<file path="config.mk">
export PLATFORM = sky130hd
export DESIGN_NAME = prio_vec_intc
export DESIGN_NICKNAME = d
export VERILOG_FILES = /design/src/rtl/pic_pkg.sv /design/src/rtl/pic_regs.sv /design/src/rtl/pic_arb.sv /design/src/rtl/pic_vec.sv /design/src/rtl/prio_vec_intc.sv
export SDC_FILE = /design/constraint.sdc
export NUM_CORES = 1
export LEC_CHECK = 0
export ABC_AREA = 1
export BUFFER_PORTS_ARGS = -buffer_cell sky130_fd_sc_hd__buf_2
export CORE_MARGIN = 5
export CORE_UTILIZATION = 57
export CTS_CLUSTER_SIZE = 10
export DETAILED_ROUTE_END_ITERATION = 10
export PLACE_DENSITY = 0.78
export SYNTH_ARGS = -nofsm -noshare
export SYNTH_HDL_FRONTEND = slang
export SYNTH_HIERARCHICAL = 1
export SYNTH_SLANG_ARGS = --single-unit
export TNS_END_PERCENT = 100
</file>
<file path="constraint.sdc">
create_clock -name clk -period 14.35 [get_ports clk]
set_clock_uncertainty 0.2 [all_clocks]
set_input_delay 1.435 -clock clk [delete_from_list [all_inputs] [get_ports clk]]
set_output_delay 1.435 -clock clk [all_outputs]
set_load 0.01 [all_outputs]
</file>
<file path="src/rtl/pic_pkg.sv">
package pic_pkg;
    // Register byte addresses; the control block base is such that source n sits at CTL_BASE + n
    localparam int CTL_BASE   = 'h13;
    localparam int MASK_HI    = 'h36;
    localparam int MASK_LO    = 'h37;
    localparam int PEND_HI    = 'h3A;
    localparam int PEND_LO    = 'h3B;
    localparam int STAT_ADDR  = 'h40;
    localparam int SWT_VADDR  = 'h42;
    localparam int SP0_VADDR  = 'h44;
    localparam int SP1_VADDR  = 'h45;

    // Sources with dedicated vector registers
    localparam int SWT_SRC    = 8;
    localparam int SP0_SRC    = 12;
    localparam int SP1_SRC    = 13;

    localparam logic [15:0] MASK_RST   = 16'h3FFE;
    localparam logic [7:0]  STAT_RST   = 8'h80;
    localparam logic [7:0]  VEC_RST    = 8'h0F;
    localparam logic [7:0]  VEC_FALLBK = 8'h0F;
    localparam logic [7:0]  AUTOV_BASE = 8'd24;
    localparam logic [4:0]  MIN_PRIO   = 5'd4;

    function automatic logic [7:0] ctl_rst(int n);
        if (n >= 1 && n <= 7)       return 8'(4 * n);
        else if (n == 8)            return 8'h1C;
        else if (n >= 9 && n <= 11) return 8'h80;
        else                        return 8'h00;
    endfunction
endpackage

</file>
<file path="src/rtl/pic_regs.sv">
module pic_regs
    import pic_pkg::*;
#(
    parameter int NSRC = 13,
    parameter int AW   = 8
) (
    input  logic                  clk,
    input  logic                  rst_n,
    input  logic [NSRC:1]         irq_req,
    input  logic [AW-1:0]         bus_addr,
    input  logic                  bus_wr,
    input  logic [7:0]            bus_wdata,
    output logic [7:0]            bus_rdata,
    output logic [NSRC:1][4:0]    src_prio,
    output logic [NSRC:1]         src_auto,
    output logic [15:0]           pend_q,
    output logic [15:0]           mask_q,
    output logic [7:0]            stat_q,
    output logic [7:0]            swt_vec,
    output logic [7:0]            sp0_vec,
    output logic [7:0]            sp1_vec
);
    logic [NSRC:1][7:0] ctl_q;
    logic [15:0]        pend_d;

    function automatic logic hit(logic [AW-1:0] a, int target);
        return a == AW'(target);
    endfunction

    // control registers
    always_ff @(posedge clk or negedge rst_n) begin
        if (!rst_n) begin
            for (int n = 1; n <= NSRC; n++) ctl_q[n] <= ctl_rst(n);
        end else if (bus_wr) begin
            for (int n = 1; n <= NSRC; n++)
                if (hit(bus_addr, CTL_BASE + n)) ctl_q[n] <= bus_wdata;
        end
    end

    // mask, vectors, reset status
    always_ff @(posedge clk or negedge rst_n) begin
        if (!rst_n) begin
            mask_q  <= MASK_RST;
            stat_q  <= STAT_RST;
            swt_vec <= VEC_RST;
            sp0_vec <= VEC_RST;
            sp1_vec <= VEC_RST;
        end else if (bus_wr) begin
            if (hit(bus_addr, MASK_HI))   mask_q[15:8] <= bus_wdata;
            if (hit(bus_addr, MASK_LO))   mask_q[7:0]  <= bus_wdata;
            if (hit(bus_addr, STAT_ADDR)) stat_q       <= stat_q & ~bus_wdata;
            if (hit(bus_addr, SWT_VADDR)) swt_vec      <= bus_wdata;
            if (hit(bus_addr, SP0_VADDR)) sp0_vec      <= bus_wdata;
            if (hit(bus_addr, SP1_VADDR)) sp1_vec      <= bus_wdata;
        end
    end

    // pending tracks request lines
    always_comb begin
        pend_d = '0;
        pend_d[NSRC:1] = irq_req;
    end

    always_ff @(posedge clk or negedge rst_n) begin
        if (!rst_n) pend_q <= '0;
        else        pend_q <= pend_d;
    end

    // field split for the arbiter
    for (genvar g = 1; g <= NSRC; g++) begin : g_fld
        assign src_prio[g] = ctl_q[g][4:0];
        assign src_auto[g] = ctl_q[g][7];
    end

    // read mux
    always_comb begin
        bus_rdata = '0;
        for (int n = 1; n <= NSRC; n++)
            if (hit(bus_addr, CTL_BASE + n)) bus_rdata = ctl_q[n];
        if (hit(bus_addr, MASK_HI))   bus_rdata = mask_q[15:8];
        if (hit(bus_addr, MASK_LO))   bus_rdata = mask_q[7:0];
        if (hit(bus_addr, PEND_HI))   bus_rdata = pend_q[15:8];
        if (hit(bus_addr, PEND_LO))   bus_rdata = pend_q[7:0];
        if (hit(bus_addr, STAT_ADDR)) bus_rdata = stat_q;
        if (hit(bus_addr, SWT_VADDR)) bus_rdata = swt_vec;
        if (hit(bus_addr, SP0_VADDR)) bus_rdata = sp0_vec;
        if (hit(bus_addr, SP1_VADDR)) bus_rdata = sp1_vec;
    end
endmodule

</file>
<file path="src/rtl/pic_arb.sv">
module pic_arb
    import pic_pkg::*;
#(
    parameter int NSRC = 13,
    localparam int IW  = $clog2(NSRC + 1)
) (
    input  logic [NSRC:1]      req,
    input  logic [NSRC:1]      msk,
    input  logic [NSRC:1][4:0] prio,
    input  logic [NSRC:1]      auto_f,
    output logic               win_valid,
    output logic [IW-1:0]      win_idx,
    output logic [2:0]         win_lvl,
    output logic               win_auto
);
    logic [4:0] best;

    // scan upward; strict compare keeps the lowest index on ties
    always_comb begin
        best     = '0;
        win_idx  = '0;
        win_auto = 1'b0;
        for (int n = 1; n <= NSRC; n++) begin
            if (req[n] && !msk[n] && prio[n] > best) begin
                best     = prio[n];
                win_idx  = IW'(n);
                win_auto = auto_f[n];
            end
        end
        win_valid = best >= MIN_PRIO;
        win_lvl   = best[4:2];
    end
endmodule

</file>
<file path="src/rtl/pic_vec.sv">
module pic_vec
    import pic_pkg::*;
#(
    parameter int NSRC = 13,
    localparam int IW  = $clog2(NSRC + 1)
) (
    input  logic          clk,
    input  logic          rst_n,
    input  logic          win_valid,
    input  logic [IW-1:0] win_idx,
    input  logic [2:0]    win_lvl,
    input  logic          win_auto,
    input  logic [7:0]    swt_vec,
    input  logic [7:0]    sp0_vec,
    input  logic [7:0]    sp1_vec,
    output logic [2:0]    irq_level,
    output logic [7:0]    irq_vector
);
    logic [2:0] lvl_d;
    logic [7:0] vec_d;

    always_comb begin
        lvl_d = win_valid ? win_lvl : 3'd0;
        if (!win_valid)                  vec_d = 8'd0;
        else if (win_auto)               vec_d = AUTOV_BASE + {5'd0, win_lvl};
        else if (win_idx == IW'(SWT_SRC)) vec_d = swt_vec;
        else if (win_idx == IW'(SP0_SRC)) vec_d = sp0_vec;
        else if (win_idx == IW'(SP1_SRC)) vec_d = sp1_vec;
        else                             vec_d = VEC_FALLBK;
    end

    always_ff @(posedge clk or negedge rst_n) begin
        if (!rst_n) begin
            irq_level  <= '0;
            irq_vector <= '0;
        end else begin
            irq_level  <= lvl_d;
            irq_vector <= vec_d;
        end
    end
endmodule

</file>
<file path="src/rtl/prio_vec_intc.sv">
module prio_vec_intc
    import pic_pkg::*;
#(
    parameter int NSRC = 13,
    parameter int AW   = 8
) (
    input  logic          clk,
    input  logic          rst_n,
    input  logic [13:1]   irq_req,
    input  logic [AW-1:0] bus_addr,
    input  logic          bus_wr,
    input  logic [7:0]    bus_wdata,
    output logic [7:0]    bus_rdata,
    output logic [2:0]    irq_level,
    output logic [7:0]    irq_vector
);
    localparam int IW = $clog2(NSRC + 1);

    logic [NSRC:1][4:0] src_prio;
    logic [NSRC:1]      src_auto;
    logic [15:0]        pend_q, mask_q;
    logic [7:0]         stat_q, swt_vec, sp0_vec, sp1_vec;
    logic               win_valid, win_auto;
    logic [IW-1:0]      win_idx;
    logic [2:0]         win_lvl;

    pic_regs #(.NSRC(NSRC), .AW(AW)) u_regs (
        .clk(clk), .rst_n(rst_n), .irq_req(irq_req[NSRC:1]),
        .bus_addr(bus_addr), .bus_wr(bus_wr), .bus_wdata(bus_wdata),
        .bus_rdata(bus_rdata), .src_prio(src_prio), .src_auto(src_auto),
        .pend_q(pend_q), .mask_q(mask_q), .stat_q(stat_q),
        .swt_vec(swt_vec), .sp0_vec(sp0_vec), .sp1_vec(sp1_vec)
    );

    pic_arb #(.NSRC(NSRC)) u_arb (
        .req(pend_q[NSRC:1]), .msk(mask_q[NSRC:1]), .prio(src_prio),
        .auto_f(src_auto), .win_valid(win_valid), .win_idx(win_idx),
        .win_lvl(win_lvl), .win_auto(win_auto)
    );

    pic_vec #(.NSRC(NSRC)) u_vec (
        .clk(clk), .rst_n(rst_n), .win_valid(win_valid), .win_idx(win_idx),
        .win_lvl(win_lvl), .win_auto(win_auto), .swt_vec(swt_vec),
        .sp0_vec(sp0_vec), .sp1_vec(sp1_vec),
        .irq_level(irq_level), .irq_vector(irq_vector)
    );
endmodule

</file>
==> flow_metrics.tcl, run 1 <==
set metrics [dict create \
    hold_depth 1 \
    final_nets 1712 \
    syn_inst 1605 \
    grt_max_degree 95 \
    dp_hpwl_um 23100 \
    worstSetupStartpointType "register" \
    dr.pass1.iters 8 \
    r2r-start "u_regs/src_prio[2]" \
    status "complete, no violations" \
    tightest_slew_ps 1040 \
    worst-path-max-fanout 8 \
    core_area_mm2 0.0202 \
    cts_tree "done" \
    r2r_slack_ps 320 \
    overflow 0 \
    viasPerCell 5.72 \
    place_congestion 0.903 \
    critPathLaunch "u_regs/src_prio[2]" \
    reg2reg_depth 107 \
    fp-row-count 52 \
    crit_top_cell "nand2_2" \
    antenna_found_initial 0 \
    critPathArrivalTime_ps 14150 \
    ant_nets 0 \
    hold_path.class "register to register" \
    grt_pass1_vias 9833 \
    dieHeight_um 153 \
    die_x_um 153 \
    min_from "u_regs/stat_q[7]" \
    wl_per_cell_um 17.8 \
    fmax_mhz 71.3 \
    cpPeakStageDelay_ps 530 \
    cts_root_buf "clkbuf_16" \
    period_minus_slack_ps 14030 \
    route.detailed.drc 0 \
    start_util_pct 57.6 \
    required_ps 14470 \
    crit_type "register to register" \
    pre_cts_ws_ps -632 \
    vias 11000 \
    layout_commonest_cell "nand2_1" \
    clk-insertion-delay-late_ps 430 \
    drive_above_1_share_pct 25.2 \
    crit_path_top_delay_cell "dfstp_2" \
    max_slew_margin_pct 30.4 \
    drt_iter0_drc 1287 \
    syn_nets 1681 \
    port_buffers 50 \
    cts_hold_buf 0 \
    die-area_mm2 0.0233 \
    yosysWarnings 6 \
    diodes 0 \
    avgSynthCellArea_um2 7.24 \
    final_hold_viol_count 0 \
    setup_ws_ps 322 \
    cp-end-kind "register" \
    track_usage_pct 27.0 \
    syn_area_mm2 0.0116 \
    area_delta_synth_final_pct 13.9 \
    htreeDepth 4 \
    drv_cap 0 \
    numCtsBuffers 17 \
    ioPinCount 51 \
    grt_pass1_wl_um 51200 \
    min_period_over_period_pct 97.8 \
    clock_sinks 176 \
    cts.clk_slew.worst_paths_ps 70 \
    drt_wl_total_um 34100 \
    layout_common_cells "443 x nand2_1, 155 x o21ai_0, 153 x inv_1" \
    setup_viol 0 \
    maxSlewViolCount 0 \
    cts_max_path_buffers 2 \
]
## metrics by stage
step,cells,TNS [ps],util [%],area [um2],hold slack (ps)
global route,1919,-5320,65.6,13200,293
floorplan,1605,0,-,11600,246
global placement,1841,-598,57.7,11600,259
CTS,1873,0,60.6,12200,282
detailed placement,1841,-5440,57.7,11600,267
finish,1919,0,65.6,13200,281
## layout make-up
| cell class | instances | area, um2 |
|---|---|---|
| tap | 270 | 338 |
| multi-input combinational | 1143 | 6380 |
| fill | 1659 | 6930 |
| inverter | 171 | 649 |
| sequential | 176 | 4460 |
| clock buffer | 22 | 484 |
| timing repair buffer | 126 | 842 |
| timing repair inverter | 1 | 7.51 |
| clock inverter | 10 | 78.8 |
## critical path, delay by kind of cell, from the launching register on
family	cells	cell delay, ps
AND/OR/NAND/NOR	73	7360
adder cells (fa/ha/maj)	12	3460
AO/OA/AOI/OAI	15	1560
buffers and inverters	7	790
flip-flops	1	530
## state kept, by name, summed over array words and instances (netlist names)
name / cells
u_regs/src_prio: 65
u_regs/ctl_q: 26
u_regs/mask_q: 16
u_regs/pend_q: 13
u_regs/src_auto: 13
u_regs/sp0_vec: 8
u_regs/sp1_vec: 8
u_regs/stat_q: 8
u_regs/swt_vec: 8
u_vec/irq_vector: 8
u_vec/irq_level: 3
## layer usage
metal  routed length, um  GRT usage, %  part of all wire, %  vias to the layer above
met5                   0             0                    0                        -
met4                 848          7.13                  2.5                        0
met3                3010          4.66                  8.8                       73
met2               16400          43.8                   48                      536
met1               13900          37.7                   41                     5215
li1                    -             -                    -                     5161
## worst paths after layout
| check | endpoint |
|---|---|
| min | u_regs/stat_q[7] |
| max | u_vec/irq_vector[3] |
| max reg2reg | u_vec/irq_vector[3] |
| min in group asynchronous | u_regs/sp0_vec[4] |
| max in group asynchronous | u_regs/src_prio[16] |
| min reg2reg | u_regs/stat_q[7] |
## repair_timing
action / 4_1_cts / 5_1_grt
gates resized for setup: 22 / 173
buffers inserted: 0 / 41
setup endpoints to repair: 11 / 11
pin swaps: 0 / 100
cloned: 0 / 6
Power of run 1 is left out: the tool's default activity adds up to more than one toggle a clock period on the data nets, which glitch-free logic cannot reach.
==> inputs of run 2 (changes only) <==
ABC_AREA = default   (was 1)
GPL_ROUTABILITY_DRIVEN = 0   (was default)
PLACE_DENSITY = 0.77   (was 0.78)
==> flow_metrics.tcl, run 2 <==
set metrics [dict create \
    dieHeight_um 158 \
    grt_pass1_vias 11200 \
    n_fill_cell 1481 \
    fp-row-count 54 \
    dp_hpwl_um 26900 \
    p_total_mw 4.40 \
    vias 11300 \
    r2r_slack_ps -4250 \
    layout_common_cells "215 x buf_4, 142 x mux2_2, 132 x dfrtp_1" \
    syn_area_mm2 0.0124 \
    drv_cap 0 \
    seq_area_mm2 0.00446 \
    status "finished, violations left" \
    route.detailed.drc 0 \
    critPathArrivalTime_ps 18720 \
    worstSetupStartpointType "register" \
    ioPinCount 51 \
    max_slew_margin_pct 24.9 \
    leakage_nw 6.95 \
    wl_per_cell_um 24.1 \
    grt_max_degree 106 \
    syn_inst 1240 \
    setup_viol 11 \
    cp-end-kind "register" \
    grt_pass1_wl_um 62700 \
    avgSynthCellArea_um2 10.0 \
    cts_tree "done" \
    start_util_pct 57.5 \
    drt_wl_total_um 40600 \
    internal-power_mw 2.46 \
    cts.clk_slew.worst_paths_ps 80 \
    finalNonFillerCells 1689 \
    diodes 0 \
    cts_root_buf "clkbuf_16" \
    syn_nets 1316 \
    cts_max_path_buffers 2 \
    violations "setup timing" \
    worst-path-max-fanout 8 \
    port_buffers 50 \
    track_usage_pct 32.4 \
    min_from "u_regs/stat_q[7]" \
    largest_reg_flops 65 \
    crit_type "register to register" \
    period_minus_slack_ps 18600 \
    maxSlewViolCount 0 \
    area_delta_synth_final_pct 23.7 \
    setup_ws_ps -4250 \
    power.density_cell_area_mw_per_mm2 286 \
    core_area_mm2 0.0216 \
    crit_buf_inv 10 \
    p_seq_share_pct 13.0 \
    reg2reg_to "u_vec/irq_vector[1]" \
    clock_sinks 176 \
    antenna_found_initial 1 \
    clk-insertion-delay-late_ps 440 \
    r2r-start "u_regs/pend_q[1]" \
    crit_top_cell "ha_4" \
    dr.pass1.iters 8 \
    tightest_slew_ps 1110 \
    ant_nets 0 \
    required_ps 14460 \
    yosysWarnings 6 \
    place_inst 1605 \
    final_hold_viol_count 0 \
    timing.hold.ws_ps 283 \
    hold_end "u_regs/stat_q[7]" \
    drt_iter0_drc 1541 \
    fmax_mhz 53.8 \
    reg2reg_depth 95 \
    ir_drop_mv 0.367 \
    crit_path_top_delay_cell "or4b_4" \
    numCtsBuffers 17 \
    cpPeakStageDelay_ps 500 \
    p_clk_share_pct 11.2 \
    min_period_over_period_pct 130 \
    cp_top_family "compound AO/OA/AOI/OAI gates" \
    die-area_mm2 0.0249 \
    htreeDepth 4 \
    layout_commonest_cell "buf_4" \
    overflow 0 \
    power_frac_comb_pct 75.8 \
    switching_power_mw 1.94 \
    viasPerCell 6.70 \
    die_x_um 158 \
    final_nets 1472 \
    swShare_pct 44.1 \
    drive_above_1_share_pct 49.0 \
    hold_depth 1 \
    multi_input_area_mm2 0.00784 \
    hold_path.class "register to register" \
    rsz0062_at_grt "true" \
]
[run 2: power by group through the flow]
stage	clock network [mW]	logic [mW]	registers, mW
after global placement	0	2.52	0.578
after floorplan	0	1.73	0.570
final	0.494	3.34	0.572
after global routing	0.520	3.53	0.576
after detailed placement	0	2.59	0.578
after CTS	0.496	2.94	0.570
[run 2: area by class of cell]
| type | instances | share of cell area [%] |
|---|---|---|
| multi-input combinational | 875 | 51.0 |
| timing repair buffer | 266 | 12.2 |
| sequential | 176 | 29.0 |
| clock buffer | 17 | 2.76 |
| clock inverter | 15 | 1.24 |
| tap | 280 | 2.28 |
| inverter | 60 | 1.53 |
[run 2: how the worst max path moves through the flow]
stage                          start                  end  cells after the start
global placement    u_regs/pend_q[1]  u_vec/irq_vector[4]                     94
CTS                 u_regs/pend_q[1]  u_vec/irq_vector[0]                     97
detailed placement  u_regs/pend_q[1]  u_vec/irq_vector[4]                    101
finish              u_regs/pend_q[1]  u_vec/irq_vector[1]                     95
floorplan           u_regs/pend_q[1]  u_vec/irq_vector[6]                     98
global route        u_regs/pend_q[1]  u_vec/irq_vector[1]                     99
[run 2: through the flow]
stage	setup TNS, ps	util, %	setup WS [ps]	area, um2
finish	-45130	71.2	-4250	15400
global route	-53740	71.2	-5050	15400
floorplan	-43190	-	-3950	12900
CTS	-40480	70.0	-3740	15100
detailed placement	-46210	64.3	-4330	13900
global placement	-38560	64.3	-3590	13900
[run 2: metal layers]
metal	vias up	wire [um]	global-route usage [%]	share of wire (%)
met1	5532	15600	42.3	38
li1	4844	-	-	-
met5	-	13	0	0.032
met3	199	4090	8.20	10
met2	742	18800	51.4	46
met4	2	2180	13.8	5.4
[run 2: what timing repair did]
| action | CTS | global route |
|---|---|---|
| hold buffers | 0 | 0 |
| cloned | 1 | 0 |
| resized for setup | 64 | 44 |
| setup buffers | 43 | 9 |
| setup endpoints to repair | 11 | 11 |
| pin swaps | 78 | 34 |
[run 2: worst reg2reg max path, delay by kind of cell (launching register included)]
kind / cells / cell delay, ps
AO/OA/AOI/OAI: 36 / 6580
AND/OR/NAND/NOR: 29 / 4980
adder cells (fa/ha/maj): 12 / 3110
multiplexers: 8 / 2440
buffers and inverters: 10 / 800
flip-flops: 1 / 370
Note: power is estimated with default switching activity, not from simulation.
==> inputs of run 3 (changes only) <==
SETUP_SLACK_MARGIN = 0.15   (was default)
==> flow_metrics.tcl, run 3 (synthesis gave the netlist of run 2 again) <==
set metrics [dict create \
    worstSetupStartpointType "register" \
    maxSlewViolCount 0 \
    track_usage_pct 32.0 \
    setup_ws_ps -4110 \
    min_period_over_period_pct 129 \
    drv_cap 0 \
    leakage_nw 6.89 \
    cpPeakStageDelay_ps 500 \
    layout_commonest_cell "buf_4" \
    drt_wl_total_um 39600 \
    cts.clk_slew.worst_paths_ps 70 \
    p_seq_share_pct 13.5 \
    cts_max_path_buffers 2 \
    setup_viol 11 \
    rsz0062_at_grt "true" \
    violations "setup timing" \
    power_frac_comb_pct 74.9 \
    wl_per_cell_um 23.6 \
    antenna_found_initial 1 \
    placed_cell_area_mm2 0.0139 \
    grt_pass1_wl_um 62100 \
    period_minus_slack_ps 18460 \
    vias 11000 \
    internal-power_mw 2.41 \
    cp-end-kind "register" \
    cp_top_family "compound AO/OA/AOI/OAI gates" \
    n_fill_cell 1509 \
    dr.pass1.iters 6 \
    ir_drop_mv 0.396 \
    worst-path-max-fanout 8 \
    status "finished, violations left" \
    p_clk_share_pct 11.6 \
    start_util_pct 57.5 \
    clock_sinks 176 \
    crit_path_top_delay_cell "or4b_4" \
    final_nets 1460 \
    grt_max_degree 106 \
    ioPinCount 51 \
    numCtsBuffers 17 \
    switching_power_mw 1.83 \
    final_hold_viol_count 0 \
    grt_pass1_vias 11100 \
    clk-insertion-delay-late_ps 440 \
    power.density_cell_area_mw_per_mm2 279 \
    crit_top_cell "ha_4" \
    fmax_mhz 54.2 \
    route.detailed.drc 0 \
    die_x_um 158 \
    port_buffers 50 \
    largest_reg_flops 65 \
    crit_buf_inv 12 \
    cts_root_buf "clkbuf_16" \
    cts_tree "done" \
    seq_area_mm2 0.00446 \
    overflow 0 \
    drt_iter0_drc 1477 \
    diodes 0 \
    multi_input_area_mm2 0.00778 \
    dieHeight_um 158 \
    crit_type "register to register" \
    max_slew_margin_pct 20.2 \
    critPathArrivalTime_ps 18580 \
    fp-row-count 54 \
    p_total_mw 4.24 \
    viasPerCell 6.59 \
    layout_common_cells "203 x buf_4, 143 x mux2_2, 132 x dfrtp_1" \
    swShare_pct 43.1 \
    htreeDepth 4 \
    final_area_mm2 0.0152 \
    ant_nets 0 \
    core_area_mm2 0.0216 \
    die-area_mm2 0.0249 \
    area_delta_synth_final_pct 22.5 \
    dp_hpwl_um 26900 \
    required_ps 14470 \
    drive_above_1_share_pct 48.1 \
    hold_path.class "register to register" \
    tightest_slew_ps 1180 \
]
[run 3: what timing repair did]
item,4_1_cts,5_1_grt
endpoints found under the setup margin,11,11
pin swaps,62,38
setup buffers,30,9
gates cloned,1,0
gates resized for setup,62,35
hold buffers,0,0
[run 3: final cells by class]
| type | count | share of cell area [%] |
|---|---|---|
| clock inverter | 15 | 1.26 |
| sequential | 176 | 29.3 |
| timing repair buffer | 254 | 11.8 |
| tap | 280 | 2.30 |
| inverter | 60 | 1.53 |
| clock buffer | 17 | 2.79 |
| multi-input combinational | 875 | 51.1 |
[run 3: worst register-to-register path, delay by kind of cell (launching register included)]
| kind | cells | cell delay, ps |
|---|---|---|
| AOI/OAI and AO/OA | 39 | 6870 |
| adders and majority gates | 12 | 3150 |
| buffers and inverters | 12 | 1020 |
| DFF | 1 | 370 |
| muxes | 8 | 2080 |
| and+or+nand+nor | 30 | 4680 |
[run 3: final timing paths]
path / slack [ps] / endpoint / from / cells after the start
worst max-delay path: -4110 / u_vec/irq_vector[1] / u_regs/pend_q[1] / 101
worst min-delay path: 280 / u_regs/stat_q[7] / u_regs/stat_q[7] / 1
worst max register to register: -4110 / u_vec/irq_vector[1] / u_regs/pend_q[1] / 101
worst min register to register: 280 / u_regs/stat_q[7] / u_regs/stat_q[7] / 1
max in group asynchronous: 11490 / u_regs/pend_q[2] / rst_n / 2
min in group asynchronous: 880 / u_regs/pend_q[10] / rst_n / 1
[run 3: power by group through the flow]
stage,Combinational (mW),Sequential [mW],Clock [mW]
final,3.18,0.572,0.493
after global routing,3.39,0.575,0.520
after floorplan,1.73,0.570,0
after global placement,2.52,0.578,0
after detailed placement,2.59,0.578,0
after CTS,2.98,0.570,0.496
[run 3: through the flow]
stage                     hold slack, ps  setup WS, ps  instances  setup TNS (ps)  utilization (%)
after CTS                            285         -3750       1668          -40430             69.5
after detailed placement             274         -4330       1605          -46210             64.3
after global placement               271         -3590       1605          -38560             64.3
after floorplan                      262         -3950       1240          -43190                -
after global routing                 294         -5000       1677          -54340             70.5
final                                284         -4110       1677          -44580             70.5
[run 3: per-layer routing]
layer	track usage, %	vias to the layer above	share of wire [%]
met4	12.5	2	4.7
met5	0	-	0.13
met2	51.0	689	46
met3	8.53	168	10
met1	41.9	5373	39
li1	-	4817	-
